$ cat src/rtl/modesel_fifo_pkg.sv
package modesel_fifo_pkg;
  typedef enum logic {
    MODE_FWFT = 1'b0,
    MODE_STD  = 1'b1
  } rd_mode_e;
endpackage

$ cat src/rtl/fifo_mode_latch.sv
module fifo_mode_latch
  import modesel_fifo_pkg::*;
(
  input  logic clk_i,
  input  logic rst_ni,
  input  logic mode_sel_i,
  output logic fwft_o,
  output logic locked_o
);
  rd_mode_e mode_q;
  logic     locked_q;

  always_ff @(posedge clk_i or negedge rst_ni) begin
    if (!rst_ni) begin
      mode_q   <= MODE_FWFT;
      locked_q <= 1'b0;
    end else if (!locked_q) begin
      mode_q   <= rd_mode_e'(mode_sel_i);
      locked_q <= 1'b1;
    end
  end

  // transparent to the pin until the first edge after reset
  assign fwft_o   = locked_q ? (mode_q == MODE_FWFT) : (rd_mode_e'(mode_sel_i) == MODE_FWFT);
  assign locked_o = locked_q;
endmodule

$ cat src/rtl/fifo_ram.sv
module fifo_ram #(
  parameter int DATA_W = 16,
  parameter int DEPTH  = 8,
  parameter int ADDR_W = 3
) (
  input  logic              clk_i,
  input  logic              we_i,
  input  logic [ADDR_W-1:0] waddr_i,
  input  logic [DATA_W-1:0] wdata_i,
  input  logic [ADDR_W-1:0] raddr_i,
  output logic [DATA_W-1:0] rdata_o
);
  logic [DATA_W-1:0] mem_q [DEPTH];

  always_ff @(posedge clk_i) begin
    if (we_i) mem_q[waddr_i] <= wdata_i;
  end

  assign rdata_o = mem_q[raddr_i];
endmodule

$ cat src/rtl/fifo_ptrs.sv
module fifo_ptrs #(
  parameter int DEPTH  = 8,
  parameter int ADDR_W = 3,
  parameter int CNT_W  = 4
) (
  input  logic              clk_i,
  input  logic              rst_ni,
  input  logic              push_i,
  input  logic              pop_i,
  output logic [ADDR_W-1:0] waddr_o,
  output logic [ADDR_W-1:0] raddr_o,
  output logic [CNT_W-1:0]  cnt_o,
  output logic              full_o,
  output logic              empty_o
);
  localparam logic [ADDR_W-1:0] LAST = ADDR_W'(DEPTH - 1);
  localparam logic [CNT_W-1:0]  CAP  = CNT_W'(DEPTH);

  logic [ADDR_W-1:0] wptr_q, rptr_q;
  logic [CNT_W-1:0]  cnt_q;

  function automatic logic [ADDR_W-1:0] bump(input logic [ADDR_W-1:0] p);
    return (p == LAST) ? '0 : p + 1'b1;
  endfunction

  always_ff @(posedge clk_i or negedge rst_ni) begin
    if (!rst_ni) begin
      wptr_q <= '0;
      rptr_q <= '0;
      cnt_q  <= '0;
    end else begin
      if (push_i) wptr_q <= bump(wptr_q);
      if (pop_i)  rptr_q <= bump(rptr_q);
      case ({push_i, pop_i})
        2'b10:   cnt_q <= cnt_q + 1'b1;
        2'b01:   cnt_q <= cnt_q - 1'b1;
        default: cnt_q <= cnt_q;
      endcase
    end
  end

  assign waddr_o = wptr_q;
  assign raddr_o = rptr_q;
  assign cnt_o   = cnt_q;
  assign full_o  = (cnt_q == CAP);
  assign empty_o = (cnt_q == '0);
endmodule

$ cat src/rtl/fifo_rd_stage.sv
module fifo_rd_stage #(
  parameter int DATA_W = 16
) (
  input  logic              clk_i,
  input  logic              rst_ni,
  input  logic              fwft_i,
  input  logic              rd_en_i,
  input  logic              mem_empty_i,
  input  logic [DATA_W-1:0] mem_rdata_i,
  output logic              pop_o,
  output logic              valid_o,
  output logic [DATA_W-1:0] rd_data_o
);
  logic              valid_q;
  logic [DATA_W-1:0] data_q;
  logic              take;

  // FWFT: refill whenever the output slot is free or being consumed
  assign take  = fwft_i ? (!valid_q || rd_en_i) : rd_en_i;
  assign pop_o = take && !mem_empty_i;

  always_ff @(posedge clk_i or negedge rst_ni) begin
    if (!rst_ni) begin
      valid_q <= 1'b0;
      data_q  <= '0;
    end else begin
      if (pop_o) data_q <= mem_rdata_i;
      if (!fwft_i)   valid_q <= 1'b0;
      else if (take) valid_q <= !mem_empty_i;
    end
  end

  assign valid_o   = valid_q;
  assign rd_data_o = data_q;
endmodule

$ cat src/rtl/modesel_fifo.sv
module modesel_fifo #(
  parameter int DATA_W = 16,
  parameter int DEPTH  = 8
) (
  input  logic              clk_i,
  input  logic              rst_ni,
  input  logic              mode_sel_i,
  input  logic              wr_en_i,
  input  logic [DATA_W-1:0] wr_data_i,
  input  logic              rd_en_i,
  output logic [DATA_W-1:0] rd_data_o,
  output logic              out_flag_o,
  output logic              in_flag_o
);
  localparam int ADDR_W = (DEPTH > 1) ? $clog2(DEPTH) : 1;
  localparam int CNT_W  = $clog2(DEPTH + 1);

  logic              fwft_w, locked_w;
  logic              push_w, pop_w, full_w, empty_w, ov_w;
  logic [ADDR_W-1:0] waddr_w, raddr_w;
  logic [CNT_W-1:0]  cnt_w;
  logic [DATA_W-1:0] mem_rdata_w;

  fifo_mode_latch u_mode (
    .clk_i      (clk_i),
    .rst_ni     (rst_ni),
    .mode_sel_i (mode_sel_i),
    .fwft_o     (fwft_w),
    .locked_o   (locked_w)
  );

  assign push_w = wr_en_i && !full_w;

  fifo_ptrs #(.DEPTH(DEPTH), .ADDR_W(ADDR_W), .CNT_W(CNT_W)) u_ptrs (
    .clk_i   (clk_i),
    .rst_ni  (rst_ni),
    .push_i  (push_w),
    .pop_i   (pop_w),
    .waddr_o (waddr_w),
    .raddr_o (raddr_w),
    .cnt_o   (cnt_w),
    .full_o  (full_w),
    .empty_o (empty_w)
  );

  fifo_ram #(.DATA_W(DATA_W), .DEPTH(DEPTH), .ADDR_W(ADDR_W)) u_ram (
    .clk_i   (clk_i),
    .we_i    (push_w),
    .waddr_i (waddr_w),
    .wdata_i (wr_data_i),
    .raddr_i (raddr_w),
    .rdata_o (mem_rdata_w)
  );

  fifo_rd_stage #(.DATA_W(DATA_W)) u_rd (
    .clk_i       (clk_i),
    .rst_ni      (rst_ni),
    .fwft_i      (fwft_w),
    .rd_en_i     (rd_en_i),
    .mem_empty_i (empty_w),
    .mem_rdata_i (mem_rdata_w),
    .pop_o       (pop_w),
    .valid_o     (ov_w),
    .rd_data_o   (rd_data_o)
  );

  assign out_flag_o = fwft_w ? ov_w : empty_w;
  assign in_flag_o  = fwft_w ? !full_w : full_w;
endmodule

$ cat config.mk
export PLATFORM = sky130hd
export DESIGN_NAME = modesel_fifo
export DESIGN_NICKNAME = d
export VERILOG_FILES = /design/src/rtl/modesel_fifo_pkg.sv /design/src/rtl/fifo_mode_latch.sv /design/src/rtl/fifo_ram.sv /design/src/rtl/fifo_ptrs.sv /design/src/rtl/fifo_rd_stage.sv /design/src/rtl/modesel_fifo.sv
export SDC_FILE = /design/constraint.sdc
export NUM_CORES = 1
export LEC_CHECK = 0
export BUFFER_PORTS_ARGS = -buffer_cell sky130_fd_sc_hd__buf_2
export CAP_MARGIN = 20
export CELL_PAD_IN_SITES_DETAIL_PLACEMENT = 0
export CELL_PAD_IN_SITES_GLOBAL_PLACEMENT = 1
export CORE_MARGIN = 2
export CORE_UTILIZATION = 50
export CTS_CLUSTER_DIAMETER = 40
export DETAILED_ROUTE_END_ITERATION = 12
export MAX_ROUTING_LAYER = met4
export PLACE_DENSITY_LB_ADDON = 0.1
export SLEW_MARGIN = 0
export SYNTH_ARGS = -nofsm -noshare
export SYNTH_HDL_FRONTEND = slang
export SYNTH_HIERARCHICAL = 1
export SYNTH_SLANG_ARGS = --single-unit
$ cat constraint.sdc
create_clock -name clk_i -period 6.6 [get_ports clk_i]
set_input_delay 0.99 -clock clk_i [delete_from_list [all_inputs] [get_ports clk_i]]
set_output_delay 0.99 -clock clk_i [all_outputs]
set_load 0.005 [all_outputs]
Word level (Yosys, flattened, before mapping). Memory sizes are Yosys's and may differ from the RTL's. A register that Yosys moved wholly into a read port is not among the register bits. Index checks and enable logic that the tools add are counted.

Register bits: 13. Memory bits (writable): 128. Input port bits: 21. Output and inout bits: 18. Memories: 1.

Memory list: u_ram.mem_q (words 8, width 16, read ports 1, clocked after memory_dff 1, wr ports 1, RTL line fifo_ram.sv:13) `logic [DATA_W-1:0] mem_q [DEPTH];`.

Add/sub/neg operators: 4. Equal/unequal tests: 6. Multiplexer cells: 11. Bitwise operators: 2. Reductions and logical operators: 9.

Operators by type and width (count): two-way mux 1 bit (8); one-hot mux 4 bit (2 select lines) (1); adder 3 x 1 -> 3 bit (second input constant) (2); equality test 3 bit (second input constant) (2); two-way mux 3 bit (2); adder 4 x 1 -> 4 bit (second input constant) (1); equality test 4 bit (second input constant) (1); logical NOT 1 bit (4); logical NOT 4 bit (1); subtractor 4 x 1 -> 4 bit (second input constant) (1); equality test 2 x 1 -> 1 bit (second input constant) (1); equality test 2 bit (second input constant) (1); logical AND 1 bit (2); != test 2 x 1 -> 1 bit (second input constant) (1); NOT 1 bit (2); nonzero test 2 bit (1); logical OR 1 bit (1).

Depth between registers and ports, before layout.
Depth in word-level cells: 6. Gate-level depth with buffers: 11. Mapped depth without buffers: 10.

Modules after synthesis. Netlist, hierarchy kept.

By module, submodules not included: fifo_ram (instances 1, cells an instance 198, area each 4973.5 um2); fifo_rd_stage (instances 1, cells an instance 39, area each 704.4 um2); fifo_ptrs (instances 1, cells an instance 45, area each 554.3 um2); fifo_mode_latch (instances 1, cells an instance 5, area each 78.8 um2); modesel_fifo (instances 1, cells an instance 3, area each 30.0 um2).

Worst setup path after synthesis. No wires, ideal clock.

Kind: input -> register. Start: input wr_en_i. End: memory u_ram.mem_q[0][0], enable pin. Library setup time: 409 ps. Arrival: 2617 ps. Required time: 6191 ps. Setup slack: 3573 ps. Stages: 3. Cell sequence: nor2b_1 > nand2b_1 > nor3_1.

Cells in the longest elaborated chain, start to end: 3.

Ends and longest elaborated chain: start, declared (RTL line modesel_fifo.sv:8) `input logic wr_en_i,`; logical AND 1 bit (RTL line modesel_fifo.sv:32) `assign push_w = wr_en_i && !full_w;`; two-way mux 1 bit (RTL line fifo_ram.sv:16) `if (we_i) mem_q[waddr_i] <= wdata_i;`; two-way mux 1 bit (not written as such) (RTL line fifo_ram.sv:16); end, declared (RTL line fifo_ram.sv:13).

Every way passes these cells.

Worst setup path in the final report.
Start: input mode_sel_i. End: register u_ptrs.cnt_q[2], in the netlist u_ptrs/cnt_o[2].

Cells in the longest elaborated chain, start to end: 6. Elaborated cells on any way between the ends: 8.

Ends and longest elaborated chain: start, declared (RTL line modesel_fifo.sv:7) `input logic mode_sel_i,`; NOT 1 bit (*) (RTL line fifo_mode_latch.sv:24) `assign fwft_o = locked_q ? (mode_q == MODE_FWFT) : (rd_mode_e'(mode_sel_i) == MODE_FWFT);`; two-way mux 1 bit (*) (RTL line fifo_mode_latch.sv:24); net fwft_w (RTL line modesel_fifo.sv:18) `logic fwft_w, locked_w;`; two-way mux 1 bit (*) (RTL line fifo_rd_stage.sv:19) `assign take = fwft_i ? (!valid_q || rd_en_i) : rd_en_i;`; logical AND 1 bit (*) (RTL line fifo_rd_stage.sv:20) `assign pop_o = take && !mem_empty_i;`; net pop_w (RTL line modesel_fifo.sv:19) `logic push_w, pop_w, full_w, empty_w, ov_w;`; equality test 2 x 1 -> 1 bit / equality test 2 bit (equally long branches) (RTL line fifo_ptrs.sv:34) `case ({push_i, pop_i})`; one-hot mux 4 bit (2 select lines) / nonzero test 2 bit (equally long branches); end signal, assigned (RTL line fifo_ptrs.sv:35) `2'b10: cnt_q <= cnt_q + 1'b1;`; end signal, assigned (RTL line fifo_ptrs.sv:36) `2'b01: cnt_q <= cnt_q - 1'b1;`; end signal, assigned (RTL line fifo_ptrs.sv:37) `default: cnt_q <= cnt_q;`; end, declared (RTL line fifo_ptrs.sv:20) `logic [CNT_W-1:0] cnt_q;`.

The timed path passes the listed nets; every way through them passes the cells marked *. A chain may end at the register's enable or synchronous reset.

==> run summary <==
WS Path Type: primary input to register
Cell Pwr Density: 444 mW/mm²
Floorplan core area: 0.0125 mm²
Seq/Total Area, Yosys: 0.721
Cells on worst reg2reg path: 10
# hold bufs at CTS: 0
Synth top area cells: edfxtp_1 (61%), mux4_1 (12%), dfrtp_1 (11%)
Worst Hold Endpoint: u_ptrs/cnt_o[3]
Reg2reg end: u_ptrs/cnt_o[2]
Syn nets: 318
Clock Sinks: 157
Max_cap viols: 0
DR vias: 2870
Post-CTS setup buffers: 0
Final hold vios: 0
DRT iter0 DRCs: 154
Post-Place Cells: 500
Slew HR: 0.349
DR WL/cell: 20.9 µm
Synth-to-Final Area Change: 16.0%
CTS H-tree depth: 4
Crit path time final: 3.30 ns
Critical path required time: 6.90 ns
Die height: 117 µm
CP endpoint kind: register
R2R Path Start: u_mode/locked_o
Final setup TNS: 0 ns
Setup Viol. Count Final: 0
CTS tree: done
Vias per cell: 5.39
PortBufs: 38
Largest net degree at the start of global routing: 31
Final wirelength: 11100 µm
Post-route ant nets: 0
Initial core utilization: 0.507
Reg clk slew, reported paths: 0.05 ns
Final slew viol count: 0
Finished Layout Cells: 532
Layout Utilization: 0.587
Synth unique cells: 33
Total global routing overflow: 0
Dpl ws: 2.83 ns
Period utilization: 0.501
Residual DRC: 0
Worst slew pin tran: 0.975 ns
Max clock buf depth: 2
Asr flop ratio synth: 0.185
Skew-Pair Late Insertion Delay: 0.43 ns
Worst hold path cell count: 1
Slowest CP cell: a21oi_4
Pre-antenna DRT Iters: 4
CTS root buf: clkbuf_16
Fmax: 0.303 GHz
# rows: 41
Initial antenna violation count: 0
Global-route wire length before repair: 17000 µm
#FFs+latches synth: 157
Vias in the first global route: 2966
# IOs: 39
Hpwl dp: 6380 µm
GRT Util Overall: 0.189
Antenna cells: 0
Crit path max fanout: 21
Nets: 375
Die Area: 0.0136 mm²
Primary FF master, synth: edfxtp_1
Yosys Warn Count: 6
Layout cells sized above 1: 0.356
CP Launch Type: primary input
Post-synth EDFFs: 128
Critical Path, Cell by Cell: buf_2, mux2i_1, nand2b_4, a21oi_4, ha_1, xor2_1, ha_1, a21oi_1, xor2_1, nor2_1, xor2_1
Hold_sp: u_ptrs/cnt_o[3]
Leakage: 2.70 nW
Worst EP arrival: 3.60 ns
Run status: complete, no violations
Worst min-delay path category: register to register
Critical path startpoint: mode_sel_i
Most frequent cell on the critical path: xor2_1
RSZ-0062 raised after global routing: false
Final worst slack: 3.30 ns
Max stage delay on crit path: 0.78 ns
TritonCTS Buffers: 17
VDD IR max: 272 µV
Synth area leader: edfxtp_1
Die width: 117 µm
Layout Skew: 0.0140 ns
GPL Wtd Cong: 0.696
Mean Syn Cell Area: 21.9 µm²
Syn Std Cell Area: 0.00634 mm²
Reg2reg setup slack: 3.51 ns
Synth Instances: 290
Fill count: 958
Resized cells post-CTS: 0
Top-area cell type share of the netlist area: 0.606
cell usage after synthesis, types with 2 or more instances:
library cell	instances
mux4_2	4
dfrtp_1	29
xor2_1	5
buf_6	4
nor3_1	2
nand2_1	3
nor2_1	9
mux2_4	11
inv_1	3
mux2_2	29
nor2b_1	3
buf_1	4
edfxtp_1	128
nand2b_1	3
mux4_1	28
a21oi_1	2
ha_1	7
logic make-up after synthesis:
kind of cell	count (synthesis)	synth area share
DFF	157	0.721
muxes	73	0.209
adders and majority gates	7	0.0138
buffers and inverters	13	0.0152
other	1	0.000591
and+or+nand+nor	26	0.0225
xor gates and xnor gates	6	0.00829
AOI/OAI and AO/OA	7	0.00967
metrics by stage:
stage	instance area [µm²]	power [W]	hold slack, ns
6_report	7350	0.00327	0.488
5_1_grt	7350	0.00344	0.521
4_1_cts	7350	0.00331	0.492
3_5_place_dp	6750	0.00231	0.479
3_3_place_gp	6750	0.00230	0.476
2_1_floorplan	6340	0.00207	0.456
how the worst max path moves through the flow:
stage / endpoint / cells after the start
3_3_place_gp: u_ptrs/cnt_o[2] / 11
2_1_floorplan: u_ram/mem_q[0][0] / 3
3_5_place_dp: u_ptrs/cnt_o[2] / 11
6_report: u_ptrs/cnt_o[2] / 11
4_1_cts: u_ptrs/cnt_o[2] / 11
5_1_grt: u_ptrs/cnt_o[2] / 11
worst max-delay path, delay by kind of cell:
family          cells  cell delay, ns
compound gates      2            0.92
mux                 1            0.42
fa+ha+maj           2            0.61
xor+xnor            3            0.39
simple gates        2            0.16
buf+inv             1            0.11
where the power goes:
group / leakage (nW) / switching, W / internal, W
registers: 1.50 / 0.000135 / 0.00129
clock network: 0.294 / 0.000384 / 0.000606
logic: 0.905 / 0.000364 / 0.000493
total: 2.70 / 0.000882 / 0.00238
layout by cell type (no fill, tap or decap), drive strengths merged, types with 2 or more instances in the layout:
| cell | synthesis | routed |
|---|---|---|
| a21oi | 3 | 3 |
| buf | 9 | 48 |
| bufinv | 0 | 3 |
| clkbuf | 1 | 19 |
| clkinv | 0 | 6 |
| clkinvlp | 0 | 2 |
| dfrtp | 29 | 29 |
| edfxtp | 128 | 128 |
| ha | 7 | 7 |
| inv | 3 | 5 |
| mux2 | 40 | 40 |
| mux4 | 32 | 32 |
| nand2 | 3 | 3 |
| nand2b | 4 | 4 |
| nor2 | 9 | 9 |
| nor2b | 3 | 3 |
| nor3 | 2 | 2 |
| xor2 | 5 | 5 |
routing by layer:
metal  part of all wire  vias to the layer above  track usage
li1                   -                     1313            -
met1               0.44                     1482        0.238
met2               0.50                       59        0.290
met3              0.043                       16       0.0633
met4              0.012                        0       0.0659
met5                  0                        -            -
registers in the layout, summed over array words and instances, names as in the netlist:
register,flops
u_rd/rd_data_o,16
u_ptrs/raddr_o,3
u_ptrs/waddr_o,3
u_mode/mode_q,1
u_rd/valid_o,1
u_mode/locked_o,1
u_ram/mem_q,128
u_ptrs/cnt_o,4
layout make-up:
class,instances,area [µm²],area share
inverter,3,11.3,0.00153
multi-input combinational,120,1690,0.229
sequential,157,4570,0.621
tap,172,215,0.0293
clock inverter,13,164,0.0223
timing repair buffer,48,265,0.0361
clock buffer,19,443,0.0602
No activity file was read; power rests on OpenSTA's default activity.
